`src/rtl/fes_pkg.sv`:
```
package fes_pkg;
  localparam int unsigned REG_W     = 8;
  localparam int unsigned NUM_FLT   = 3;
  localparam int unsigned FLT_STEP  = 2;
  localparam int unsigned POS_PIN   = 7;
  localparam int unsigned POS_MAIN  = 6;
  localparam int unsigned POS_AUX   = 5;

  // bit position of fault index i (0: 3.3 V, 1: 12 V, 2: aux over-current)
  function automatic int unsigned flt_pos(input int unsigned idx);
    return FLT_STEP * idx;
  endfunction

  function automatic logic [REG_W-1:0] wr_mask();
    logic [REG_W-1:0] m;
    m = '0;
    for (int unsigned i = 0; i < NUM_FLT; i++) m[flt_pos(i)] = 1'b1;
    return m;
  endfunction
endpackage

```
`src/rtl/fes_wr_decode.sv`:
```
module fes_wr_decode
  import fes_pkg::*;
#(
  parameter int unsigned DW = REG_W,
  parameter int unsigned NF = NUM_FLT
) (
  input  logic          wr_en,
  input  logic [DW-1:0] wr_data,
  output logic [NF-1:0] arm_req
);
  localparam logic [DW-1:0] MASK = DW'(wr_mask());

  logic accept;
  assign accept = wr_en && ((wr_data & ~MASK) == '0);

  for (genvar g = 0; g < NF; g++) begin : g_req
    assign arm_req[g] = accept && wr_data[flt_pos(g)];
  end
endmodule

```
`src/rtl/fes_sticky_cell.sv`:
```
module fes_sticky_cell (
  input  logic clk,
  input  logic rst_n,
  input  logic fault,
  input  logic rd_en,
  input  logic arm_req,
  output logic flag
);
  logic armed;
  logic fault_q;
  logic clr;
  logic rise;
  logic armed_nxt;

  assign clr  = rd_en && armed && !fault;
  assign rise = fault && !fault_q;

  always_comb begin
    armed_nxt = armed && !rd_en;
    if (arm_req && flag) armed_nxt = 1'b1;
    if (rise) armed_nxt = 1'b0;
  end

  always_ff @(posedge clk or negedge rst_n) begin
    if (!rst_n) begin
      flag    <= 1'b0;
      armed   <= 1'b0;
      fault_q <= 1'b0;
    end else begin
      flag    <= (flag && !clr) || fault;
      armed   <= armed_nxt;
      fault_q <= fault;
    end
  end
endmodule

```
`src/rtl/fes_view.sv`:
```
module fes_view
  import fes_pkg::*;
#(
  parameter int unsigned DW = REG_W,
  parameter int unsigned NF = NUM_FLT
) (
  input  logic          slot_fault_n,
  input  logic          main_good,
  input  logic          aux_good,
  input  logic [NF-1:0] flags,
  output logic [DW-1:0] rd_data,
  output logic          irq_n
);
  always_comb begin
    rd_data           = '0;
    rd_data[POS_PIN]  = !slot_fault_n;
    rd_data[POS_MAIN] = main_good;
    rd_data[POS_AUX]  = aux_good;
    for (int unsigned i = 0; i < NF; i++) rd_data[flt_pos(i)] = flags[i];
  end

  assign irq_n = !(|flags);
endmodule

```
`src/rtl/fault_echo_status.sv`:
```
module fault_echo_status
  import fes_pkg::*;
(
  input  logic             clk,
  input  logic             rst_n,
  input  logic             slot_fault_n,
  input  logic             main_good,
  input  logic             aux_good,
  input  logic             aux_oc_fault,
  input  logic             v12_fault,
  input  logic             v33_fault,
  input  logic             rd_en,
  input  logic             wr_en,
  input  logic [REG_W-1:0] wr_data,
  output logic [REG_W-1:0] rd_data,
  output logic             irq_n
);
  logic [NUM_FLT-1:0] live;
  logic [NUM_FLT-1:0] arm_req;
  logic [NUM_FLT-1:0] flags;

  assign live = {aux_oc_fault, v12_fault, v33_fault};

  fes_wr_decode #(.DW(REG_W), .NF(NUM_FLT)) i_dec (
    .wr_en   (wr_en),
    .wr_data (wr_data),
    .arm_req (arm_req)
  );

  for (genvar g = 0; g < NUM_FLT; g++) begin : g_cell
    fes_sticky_cell i_cell (
      .clk     (clk),
      .rst_n   (rst_n),
      .fault   (live[g]),
      .rd_en   (rd_en),
      .arm_req (arm_req[g]),
      .flag    (flags[g])
    );
  end

  fes_view #(.DW(REG_W), .NF(NUM_FLT)) i_view (
    .slot_fault_n (slot_fault_n),
    .main_good    (main_good),
    .aux_good     (aux_good),
    .flags        (flags),
    .rd_data      (rd_data),
    .irq_n        (irq_n)
  );
endmodule

```
`config.mk`:
```
export PLATFORM = sky130hd
export DESIGN_NAME = fault_echo_status
export DESIGN_NICKNAME = d
export VERILOG_FILES = /design/src/rtl/fes_pkg.sv /design/src/rtl/fes_wr_decode.sv /design/src/rtl/fes_sticky_cell.sv /design/src/rtl/fes_view.sv /design/src/rtl/fault_echo_status.sv
export SDC_FILE = /design/constraint.sdc
export NUM_CORES = 1
export LEC_CHECK = 0
export BUFFER_PORTS_ARGS = -buffer_cell sky130_fd_sc_hd__buf_4
export CORE_AREA = 3 3 40 42
export DETAILED_ROUTE_END_ITERATION = 10
export DIE_AREA = 0 0 43 45
export PLACE_DENSITY = 0.59
export SYNTH_ARGS = -nofsm -noshare
export SYNTH_HDL_FRONTEND = slang
export SYNTH_SLANG_ARGS = --single-unit
```
`constraint.sdc`:
```
create_clock -name clk -period 1.7 [get_ports clk]
set_input_delay 0.51 -clock clk [delete_from_list [all_inputs] [get_ports clk]]
set_output_delay 0.51 -clock clk [all_outputs]
set_load 0.03 [all_outputs]
```
# Word-level counts from Yosys, hierarchy flattened
# Cells that the tools add are included.
dict set report word_totals {
  ff_bits 9
  in_bits 18
  out_inout_bits 9
  elab_cells 54
}
dict set report classes {
  n_mux 6
  n_reduce_logical 39
}
# operator n
set op_table {}
lappend op_table {{$logic_and 1x1->1} 22}
lappend op_table {{$logic_not 1->1} 12}
lappend op_table {{$logic_not 8->1} 1}
lappend op_table {{$mux 1} 6}
lappend op_table {{$logic_or 1x1->1} 3}
lappend op_table {{$reduce_or 3->1} 1}

# Logic depth before layout (Yosys ltp)
# Gate-level depths: netlist (run 1).
dict set report depth {
  word_depth 6
  ltp_mapped 3
  mapped_depth_nobuf 3
}

# Cells and area by module
# From an unflattened synthesis (run 1), not the netlist that was laid out.
dict set report hier_totals {
  cells_unflattened 42
  area_unflattened_um2 450.4
}
# module instances cells_each area_per_inst_um2 seq_area_each_um2
set by_module_without_submodules {}
lappend by_module_without_submodules {fes_sticky_cell 3 9 111.4 75.1}
lappend by_module_without_submodules {fes_view 1 10 70.1 0.0}
lappend by_module_without_submodules {fes_wr_decode 1 5 46.3 0.0}

# Worst setup path before layout (run 1)
# OpenSTA, ideal clock, no wires.
dict set report synth_path {
  path_type {register -> output}
  startpoint {register g_cell[0].i_cell.flag}
  endpoint {output port irq_n}
  arrival_time_ns 1.095
  t_required_ns 1.190
  setup_slack_ns 0.095
  stages_incl_launch_ff 2
  n_path_buf 0
  cell_sequence {dfrtp_1 nor3_1}
}
dict set report synth_via {
  elab_chain_len 2
}
# item line
set synth_rtl {}
lappend synth_rtl {{start, declared} fes_sticky_cell.sv:7} ;# output logic flag
lappend synth_rtl {{start signal, assigned} fes_sticky_cell.sv:30} ;# flag <= (flag && !clr) || fault;
lappend synth_rtl {{$reduce_or 3->1} fes_view.sv:22} ;# assign irq_n = !(|flags);
lappend synth_rtl {{$logic_not 1->1} fes_view.sv:22}
lappend synth_rtl {{end, declared} fault_echo_status.sv:16} ;# output logic irq_n
# Every way passes these cells.

# Worst setup path in the final report (run 1)
# Ends and elaborated chain as after synthesis.

==> results of run 1 <==
[flip-flops by register name (all words and copies together), names as in the netlist]
signal / cells
g_cell.i_cell.armed: 3
g_cell.i_cell.fault_q: 3
g_cell.i_cell.flag: 3
[cell type report]
cell class / count / area, um^2 / area share, %
flip-flops and latches: 9 / 225.2 / 39.91
repair buffers: 20 / 150.1 / 26.61
multi-input cells: 24 / 140.1 / 24.83
clock buffers: 4 / 26.28 / 4.656
well taps: 15 / 18.77 / 3.326
inverters: 1 / 3.754 / 0.6652
[kinds of logic after synthesis]
kind of cell	share of synthesized area, %
and+or+nand+nor	22.75
other	0.8973
buffers and inverters	13.47
AOI/OAI and AO/OA	8.981
DFF	53.89
[critical path, stage by stage (launching register included)]
cell and delay (ps):
dfrtp_1 410, nor3_1 190, buf_4 190
[metal layers]
metal	up-vias	GRT usage [%]	wire length [um]
met5	-	0	0
met4	0	10.84	19
met3	2	3.187	74
met2	17	15.27	381
met1	147	11.19	360
li1	162	-	-
[per-stage QoR]
step	hold slack (ps)	instances	setup slack, ps
2_1_floorplan	214.4	41	94.56
3_3_place_gp	338.9	69	391.9
3_5_place_dp	339.4	69	386.0
4_1_cts	57.56	73	111.2
5_1_grt	62.17	73	77.34
6_report	63.95	73	143.4
[where the power goes]
part | switching (uW) | internal (uW) | total, uW | leakage, uW
Combinational | 26.9 | 30.2 | 57.1 | 0.000140
Sequential | 1.24 | 219 | 220 | 0.000103
Clock | 71.4 | 90.2 | 162 | 0.0000150
Total | 99.5 | 339 | 439 | 0.000258
[worst min-delay path by stage]
| stage | from | to | slack [ps] |
|---|---|---|---|
| final | rst_n | g_cell[2].i_cell.armed$_DFF_PN0_ | 60 |
| after global routing | rst_n | g_cell[2].i_cell.armed$_DFF_PN0_ | 60 |
| after CTS | rst_n | g_cell[2].i_cell.armed$_DFF_PN0_ | 60 |
| after detailed placement | rst_n | g_cell[0].i_cell.fault_q$_DFF_PN0_ | 340 |
| after global placement | rst_n | g_cell[0].i_cell.fault_q$_DFF_PN0_ | 340 |
| after floorplan | rst_n | g_cell[0].i_cell.armed$_DFF_PN0_ | 210 |
[synthesized netlist by cell type]
cell / instances / area [um^2]
a21o_1: 3 / 22.52
buf_4: 7 / 52.55
conb_1: 1 / 3.750
dfrtp_1: 9 / 225.2
inv_1: 1 / 3.750
nand2_1: 4 / 15.01
nand2b_1: 3 / 18.77
nand3_1: 3 / 15.01
nand3b_1: 3 / 22.52
nor2_1: 1 / 3.750
nor3_1: 1 / 5.000
nor4b_2: 1 / 15.01
o21ai_1: 3 / 15.01
[placed cells by master (no fill, tap or decap)]
cell      instances
nand3_1           3
a21o_1            3
buf_4            20
conb_1            2
o21ai_1           3
clkbuf_1          1
nor2_1            1
clkbuf_4          3
nand2_1           4
nor3_1            1
inv_1             1
dfrtp_1           9
nor4b_2           1
nand2b_1          3
nand3b_1          3
==> results.py, run 1 <==
metrics = {
    "global_routing": {
        "grt_usage_pct": 10.27,
        "grt_max_degree": 10,
        "antenna_found_initial": 0,
        "grt_pass1_vias": 330,
        "overflow": 0,
        "grt_pass1_wl_um": 1380,
    },
    "clock_tree": {
        "cts_resized": 0,
        "clockBufferDepth": 2,
        "worstSkewPairLatency_ps": 250,
        "clockRootBuffer": "clkbuf_4",
        "numCtsBuffers": 3,
        "clock_sinks": 9,
        "clk_pin_slew_worst_paths_ps": 60,
        "htree_num_levels": 1,
        "postCtsSetupBuffers": 0,
        "tritoncts": "done",
        "postCtsHoldBufs": 0,
    },
    "pwr": {
        "leakage_uw": 0.0002583,
        "p_per_area_mw_per_mm2": 777.3,
        "peakVddDrop_uv": 369.3,
        "p_total_uw": 438.6,
    },
    "timing": {
        "finalSetupViolCount": 0,
        "post-route-period-util_pct": 91.56,
        "final-max-slew-violation-count": 0,
        "fmax_ghz": 0.6424,
        "hold_violations": 0,
        "finClkSkew_ps": 3.245,
        "finalCriticalPeriod_ps": 1557,
        "rsz0062_at_grt": "false",
        "finalSetupTns_ps": 0,
    },
    "drt": {
        "wirelength_um": 835,
        "drt_pass1_iterations": 4,
        "ant_nets": 0,
        "wl_per_cell_um": 11.44,
        "vias_per_cell": 4.493,
        "vias": 328,
        "first_iter_violations": 3,
        "drc": 0,
    },
    "worst_setup_path": {
        "startpoint": "g_cell[0].i_cell.flag$_DFF_PN0_",
        "critical_path_class": "reg -> out",
        "worstPathMaxFanout": 4,
        "rrSetupSlack_ps": 920,
        "r2r-start": "g_cell[2].i_cell.fault_q$_DFF_PN0_",
        "crit_required_ps": 1190,
        "reg2reg_depth": 3,
        "critPathCaptureType": "primary output",
        "cp-endpoint": "irq_n",
        "cp.arrival_ps": 1050,
        "reg2reg_to": "g_cell[2].i_cell.armed$_DFF_PN0_",
        "crit_path_start_kind": "register",
    },
    "floorplan": {
        "die_height_um": 45,
        "initial_core_util_pct": 32.52,
        "placeableCoreArea_mm2": 0.001285,
        "fp.dieW_um": 43,
        "rows": 13,
        "dieArea_mm2": 0.001935,
        "ios": 27,
    },
    "synthesis": {
        "synthDistinctLibCells": 13,
        "synthCells": 40,
        "yosysSeqAreaShare_pct": 53.89,
        "syn_avg_cell_area_um2": 10.45,
        "synth_area_um2": 417.9,
        "ys_seq_elements": 9,
        "yosys_warnings": 0,
    },
    "cells_and_area": {
        "drive_above_1_share_pct": 41.38,
        "n_fill_cell": 125,
        "nNetsFinal": 77,
        "n_antenna_cell": 0,
        "finalInstanceArea_um2": 564.3,
        "syn_to_final_growth_pct": 35.03,
        "final_core_utilization_pct": 43.91,
    },
    "outcome": {
        "status": "finished, final reports clean",
    },
    "place": {
        "portBuffers": 20,
        "gp_congestion": 0.7147,
        "dp_hpwl_um": 655.6,
        "place_area_um2": 538.0,
    },
    "flow_run": {
        "cap_viol_max_count": 0,
    },
    "min_path": {
        "hp-class": "in -> async",
    },
}
Power figures use the tool's default switching activity.
==> inputs of run 2 (changes only) <==
Settings changed: PLACE_DENSITY 0.59 to 0.62.
Clock period 1.7 ns to 1.3 ns, I/O delays scaled along.
==> run 2 against run 1 <==
Against the previous run:
- the flow now finishes with violations (negative setup slack)
- setup slack lost 210 ps
- register-to-register slack lost 530 ps
- wire length grew 4.2%
- die area is the same
- flip-flop and latch count is the same
- critical path depth is the same
- largest power group unchanged
==> results.py, run 2 (synthesized netlist as in run 1, its figures left out) <==
metrics = {
    "timing": {
        "rsz0062_at_grt": "true",
        "final-max-slew-violation-count": 0,
        "setup_slack_ps": -71.37,
        "finClkSkew_ps": 1.448,
        "hold_violations": 0,
        "finalCriticalPeriod_ps": 1371,
        "finalSetupViolCount": 3,
        "hold-worst-slack_ps": 264.0,
        "post-route-period-util_pct": 105.5,
        "fmax_ghz": 0.7292,
    },
    "worst_setup_path": {
        "critPathCaptureType": "primary output",
        "cpMaxStageDelayCell": "dfrtp_1",
        "worstPathMaxFanout": 2,
        "crit_path_start_kind": "register",
        "crit_path_cell_trace": "nor3_2 > buf_4",
        "slowest_delay_ps": 390,
        "reg2reg_depth": 3,
        "critical-path-top-delay-family": "flip-flops",
        "crit_buf_inv": 1,
        "cp.arrival_ps": 980,
        "worst-path-stages": 2,
        "crit_required_ps": 910,
        "critical_path_class": "reg -> out",
    },
    "floorplan": {
        "die_height_um": 45,
        "initial_core_util_pct": 32.52,
        "placeableCoreArea_mm2": 0.001285,
        "fp.dieW_um": 43,
        "ios": 27,
        "rows": 13,
        "dieArea_mm2": 0.001935,
    },
    "cells_and_area": {
        "final_cells": 77,
        "drive_above_1_share_pct": 45.16,
        "final_common_cell": "buf_4",
        "n_antenna_cell": 0,
        "syn_to_final_growth_pct": 45.81,
        "nNetsFinal": 81,
        "mostFrequentLayoutCells": "buf_4 (21), dfrtp_1 (9), nand2_1 (4)",
        "reg.largest.list": "g_cell.i_cell.armed (3), g_cell.i_cell.fault_q (3), g_cell.i_cell.flag (3)",
    },
    "drt": {
        "first_iter_violations": 7,
        "wl_per_cell_um": 11.30,
        "vias": 347,
        "drt_pass1_iterations": 4,
        "wirelength_um": 870,
        "drc": 0,
        "ant_nets": 0,
        "vias_per_cell": 4.506,
    },
    "outcome": {
        "violations": "negative setup slack",
        "status": "finished with violations",
    },
    "pwr": {
        "p_per_area_mw_per_mm2": 936.5,
        "clkPwrFrac_pct": 36.0,
        "sw_frac_of_total_pct": 21.82,
        "power_frac_seq_pct": 50.5,
        "p_int_uw": 446.1,
        "pwr-share-comb_pct": 13.5,
        "peakVddDrop_uv": 325.1,
        "netSwitchingPower_uw": 124.5,
        "leakage_uw": 0.0002786,
    },
    "min_path": {
        "hp-class": "in -> reg",
        "min_delay_path_depth": 1,
    },
    "global_routing": {
        "grt_max_degree": 10,
        "antenna_found_initial": 0,
        "grt_pass1_wl_um": 1545,
        "overflow": 0,
        "grt_usage_pct": 11.53,
        "grt_pass1_vias": 375,
    },
    "clock_tree": {
        "clockBufferDepth": 2,
        "clock_sinks": 9,
        "numCtsBuffers": 3,
        "htree_num_levels": 1,
        "clk_pin_slew_worst_paths_ps": 60,
        "worstSkewPairLatency_ps": 250,
        "clockRootBuffer": "clkbuf_4",
        "tritoncts": "done",
    },
    "place": {
        "dp_slack_ps": 152.0,
        "dp_hpwl_um": 677.2,
        "place_inst": 69,
        "portBuffers": 20,
        "gp_congestion": 0.6566,
    },
    "flow_run": {
        "cap_viol_max_count": 0,
    },
}
[run 2: layout make-up]
class	instances	area [um^2]
Clock buffer	4	26.28
Timing Repair Buffer	24	190.2
Tap cell	15	18.77
Multi-Input combinational cell	24	145.1
Sequential cell	9	225.2
Inverter	1	3.754
Fill cell	132	675.6
[run 2: what timing repair did]
| item | CTS | global route |
|---|---|---|
| hold endpoints to repair | 9 | 0 |
| endpoints found under the setup margin | 1 | 3 |
| buffers inserted | 3 | 0 |
| resized for setup | 2 | 0 |
| hold buffers | 1 | 0 |
| cloned | 0 | 0 |
[run 2: power by group through the flow]
stage / clock network [uW] / registers [uW] / logic [uW]
5_1_grt: 235 / 288 / 86.4
2_1_floorplan: 0 / 293 / 42.0
3_3_place_gp: 0 / 293 / 73.7
4_1_cts: 219 / 288 / 78.7
6_report: 205 / 288 / 77.1
3_5_place_dp: 0 / 293 / 74.8
[run 2: final timing paths]
check | to | startpoint | slack (ps)
max in group asynchronous | g_cell[1].i_cell.fault_q$_DFF_PN0_ | rst_n | 670
min in group asynchronous | g_cell[1].i_cell.flag$_DFF_PN0_ | rst_n | 490
min reg2reg | g_cell[0].i_cell.armed$_DFF_PN0_ | g_cell[0].i_cell.armed$_DFF_PN0_ | 530
max reg2reg | g_cell[1].i_cell.flag$_DFF_PN0_ | g_cell[1].i_cell.flag$_DFF_PN0_ | 390
max | irq_n | g_cell[0].i_cell.flag$_DFF_PN0_ | -70
min | g_cell[0].i_cell.fault_q$_DFF_PN0_ | v33_fault | 260
[run 2: routing by layer]
| metal | global-route usage, % | wire [um] | vias up |
|---|---|---|---|
| li1 | - | - | 170 |
| met5 | 0 | 0 | - |
| met3 | 5.179 | 103 | 2 |
| met1 | 11.44 | 334 | 157 |
| met4 | 9.036 | 23 | 0 |
| met2 | 18.86 | 408 | 18 |
[run 2: stage by stage]
| step | power, uW | util, % | instance area [um^2] | setup TNS (ps) |
|---|---|---|---|---|
| after CTS | 585.3 | 47.42 | 609.3 | -118.4 |
| after global routing | 609.8 | 47.42 | 609.3 | -235.0 |
| final | 570.6 | 47.42 | 609.3 | -91.35 |
| after detailed placement | 368.2 | 42.26 | 543.0 | 0 |
| after global placement | 366.5 | 42.26 | 543.0 | 0 |
| after floorplan | 334.6 | - | 426.7 | 0 |
==> inputs of run 3 (changes only) <==
Settings changed: SETUP_SLACK_MARGIN set to 0.15.
==> run 3 against run 2 <==
Against the previous run:
- combinational power increased by 2%
- clock skew fell by 1.3 ps
- clock power about the same
- die area stayed put
- cell count unchanged
- wire length up 8.7%
- the run still ends with negative setup slack left
- fmax is 1.3% lower
- critical path depth unchanged
- count of clock-buffer cells in the layout did not move
- flip-flop and latch count did not move
- largest power group unchanged
- first-iteration DRC count down 57%
==> results.py, run 3 (synthesized netlist as in run 1, its figures left out) <==
metrics = {
    "timing": {
        "fmax_ghz": 0.7195,
        "finClkSkew_ps": 0.1029,
        "post-route-period-util_pct": 106.9,
        "finalCriticalPeriod_ps": 1390,
        "rsz0062_at_grt": "true",
        "hold_violations": 0,
        "setup_slack_ps": -89.84,
        "finalSetupTns_ps": -146.1,
        "finalSetupViolCount": 3,
        "final-max-slew-violation-count": 0,
    },
    "min_path": {
        "holdCritStartpoint": "v33_fault",
        "min_delay_path_depth": 1,
        "hp-class": "in -> reg",
        "whs_endpoint": "g_cell[0].i_cell.fault_q$_DFF_PN0_",
    },
    "floorplan": {
        "fp.dieW_um": 43,
        "ios": 27,
        "placeableCoreArea_mm2": 0.001285,
        "dieArea_mm2": 0.001935,
        "rows": 13,
        "initial_core_util_pct": 32.52,
        "die_height_um": 45,
    },
    "clock_tree": {
        "worstSkewPairLatency_ps": 250,
        "clk_pin_slew_worst_paths_ps": 60,
        "htree_num_levels": 1,
        "clockBufferDepth": 2,
        "numCtsBuffers": 3,
        "clock_sinks": 9,
        "tritoncts": "done",
        "clockRootBuffer": "clkbuf_4",
    },
    "global_routing": {
        "grt_usage_pct": 10.88,
        "grt_pass1_wl_um": 1435,
        "grt_max_degree": 10,
        "antenna_found_initial": 0,
        "overflow": 0,
        "grt_pass1_vias": 364,
    },
    "worst_setup_path": {
        "worstPathMaxFanout": 2,
        "crit_buf_inv": 1,
        "cpMaxStageDelayCell": "dfrtp_1",
        "r2r-start": "g_cell[2].i_cell.flag$_DFF_PN0_",
        "rrSetupSlack_ps": 460,
        "slowest_delay_ps": 400,
        "crit_path_start_kind": "register",
        "reg2reg_depth": 2,
        "reg2reg_to": "g_cell[2].i_cell.flag$_DFF_PN0_",
        "crit_path_cell_trace": "nor3_4 > buf_6",
        "critical_path_class": "reg -> out",
        "critPathCaptureType": "primary output",
        "crit_required_ps": 910,
        "critical-path-top-delay-family": "flip-flops",
        "cp.arrival_ps": 1000,
    },
    "place": {
        "dp_slack_ps": 130.7,
        "gp_congestion": 0.6831,
        "portBuffers": 20,
        "dp_hpwl_um": 720.9,
    },
    "cells_and_area": {
        "drive_above_1_share_pct": 46.77,
        "final_common_cell": "buf_4",
        "reg.largest.list": "g_cell.i_cell.armed (3), g_cell.i_cell.fault_q (3), g_cell.i_cell.flag (3)",
        "multi_input_area_um2": 151.4,
        "mostFrequentLayoutCells": "buf_4 (19), dfrtp_1 (8), nand2_1 (4), buf_6 (4)",
        "n_antenna_cell": 0,
        "nNetsFinal": 81,
        "syn_to_final_growth_pct": 49.40,
        "n_fill_cell": 128,
        "regArea_um2": 226.5,
    },
    "pwr": {
        "p_per_area_mw_per_mm2": 915.2,
        "p_total_uw": 571.4,
        "peakVddDrop_uv": 469.4,
        "sw_frac_of_total_pct": 21.91,
        "leakage_uw": 0.0002972,
        "netSwitchingPower_uw": 125.2,
        "power_frac_seq_pct": 50.5,
        "pwr-share-comb_pct": 13.8,
        "p_int_uw": 446.2,
        "clkPwrFrac_pct": 35.7,
    },
    "drt": {
        "drc": 0,
        "wirelength_um": 946,
        "vias": 353,
        "drt_pass1_iterations": 4,
        "first_iter_violations": 3,
        "wl_per_cell_um": 12.29,
        "ant_nets": 0,
        "vias_per_cell": 4.584,
    },
    "outcome": {
        "status": "finished with violations",
        "violations": "negative setup slack",
    },
    "flow_run": {
        "cap_viol_max_count": 0,
    },
}
-- run 3: through the flow --
stage	hold WS (ps)	utilization, %	instance area [um^2]	instances
finish	260.6	48.59	624.3	77
global route	243.2	48.59	624.3	77
CTS	253.9	48.49	623.1	77
detailed placement	217.1	42.75	549.3	69
global placement	220.2	42.75	549.3	69
floorplan	94.41	-	432.9	41
-- run 3: layout make-up --
type                    instances  share of cell area, %
clock buffers                   4                  4.208
inverters                       1                 0.6012
repair buffers                 24                  31.66
flip-flops and latches          9                  36.27
multi-input cells              24                  24.25
well taps                      15                  3.006
-- run 3: worst register-to-register path: cells and delay by family (launching register included) --
kind | cells | cell delay [ps]
buf+inv | 1 | 150
flops | 1 | 440
compound gates | 1 | 150
-- run 3: how the worst max path moves through the flow --
stage / start / endpoint / cells after the start
finish: g_cell[0].i_cell.flag$_DFF_PN0_ / irq_n / 2
global route: g_cell[0].i_cell.flag$_DFF_PN0_ / irq_n / 2
CTS: g_cell[0].i_cell.flag$_DFF_PN0_ / irq_n / 2
detailed placement: g_cell[0].i_cell.flag$_DFF_PN0_ / irq_n / 2
global placement: g_cell[0].i_cell.flag$_DFF_PN0_ / irq_n / 2
floorplan: g_cell[0].i_cell.flag$_DFF_PN0_ / irq_n / 1
-- run 3: power groups by stage --
stage               logic [uW]  registers (uW)  clock network [uW]
floorplan                 42.0             293                   0
global placement          75.0             293                   0
detailed placement        75.6             293                   0
CTS                       79.6             288                 212
global route              85.5             288                 235
finish                    78.9             288                 204
-- run 3: per-layer routing --
| layer | vias up | wire, um | GRT usage, % | share of wire (%) |
|---|---|---|---|---|
| li1 | 169 | - | - | - |
| met2 | 17 | 479 | 17.37 | 51 |
| met1 | 163 | 344 | 10.25 | 36 |
| met3 | 4 | 95 | 4.382 | 10 |
| met4 | 0 | 27 | 11.45 | 2.9 |
| met5 | - | 0 | 0 | 0 |
-- run 3: repair_timing --
action | 4_1_cts | 5_1_grt
gates resized for setup | 4 | 1
endpoints found under the setup margin | 4 | 4
hold buffers | 1 | 0
gates cloned | 0 | 0
setup buffers | 3 | 0
endpoints found under the hold margin | 9 | 0
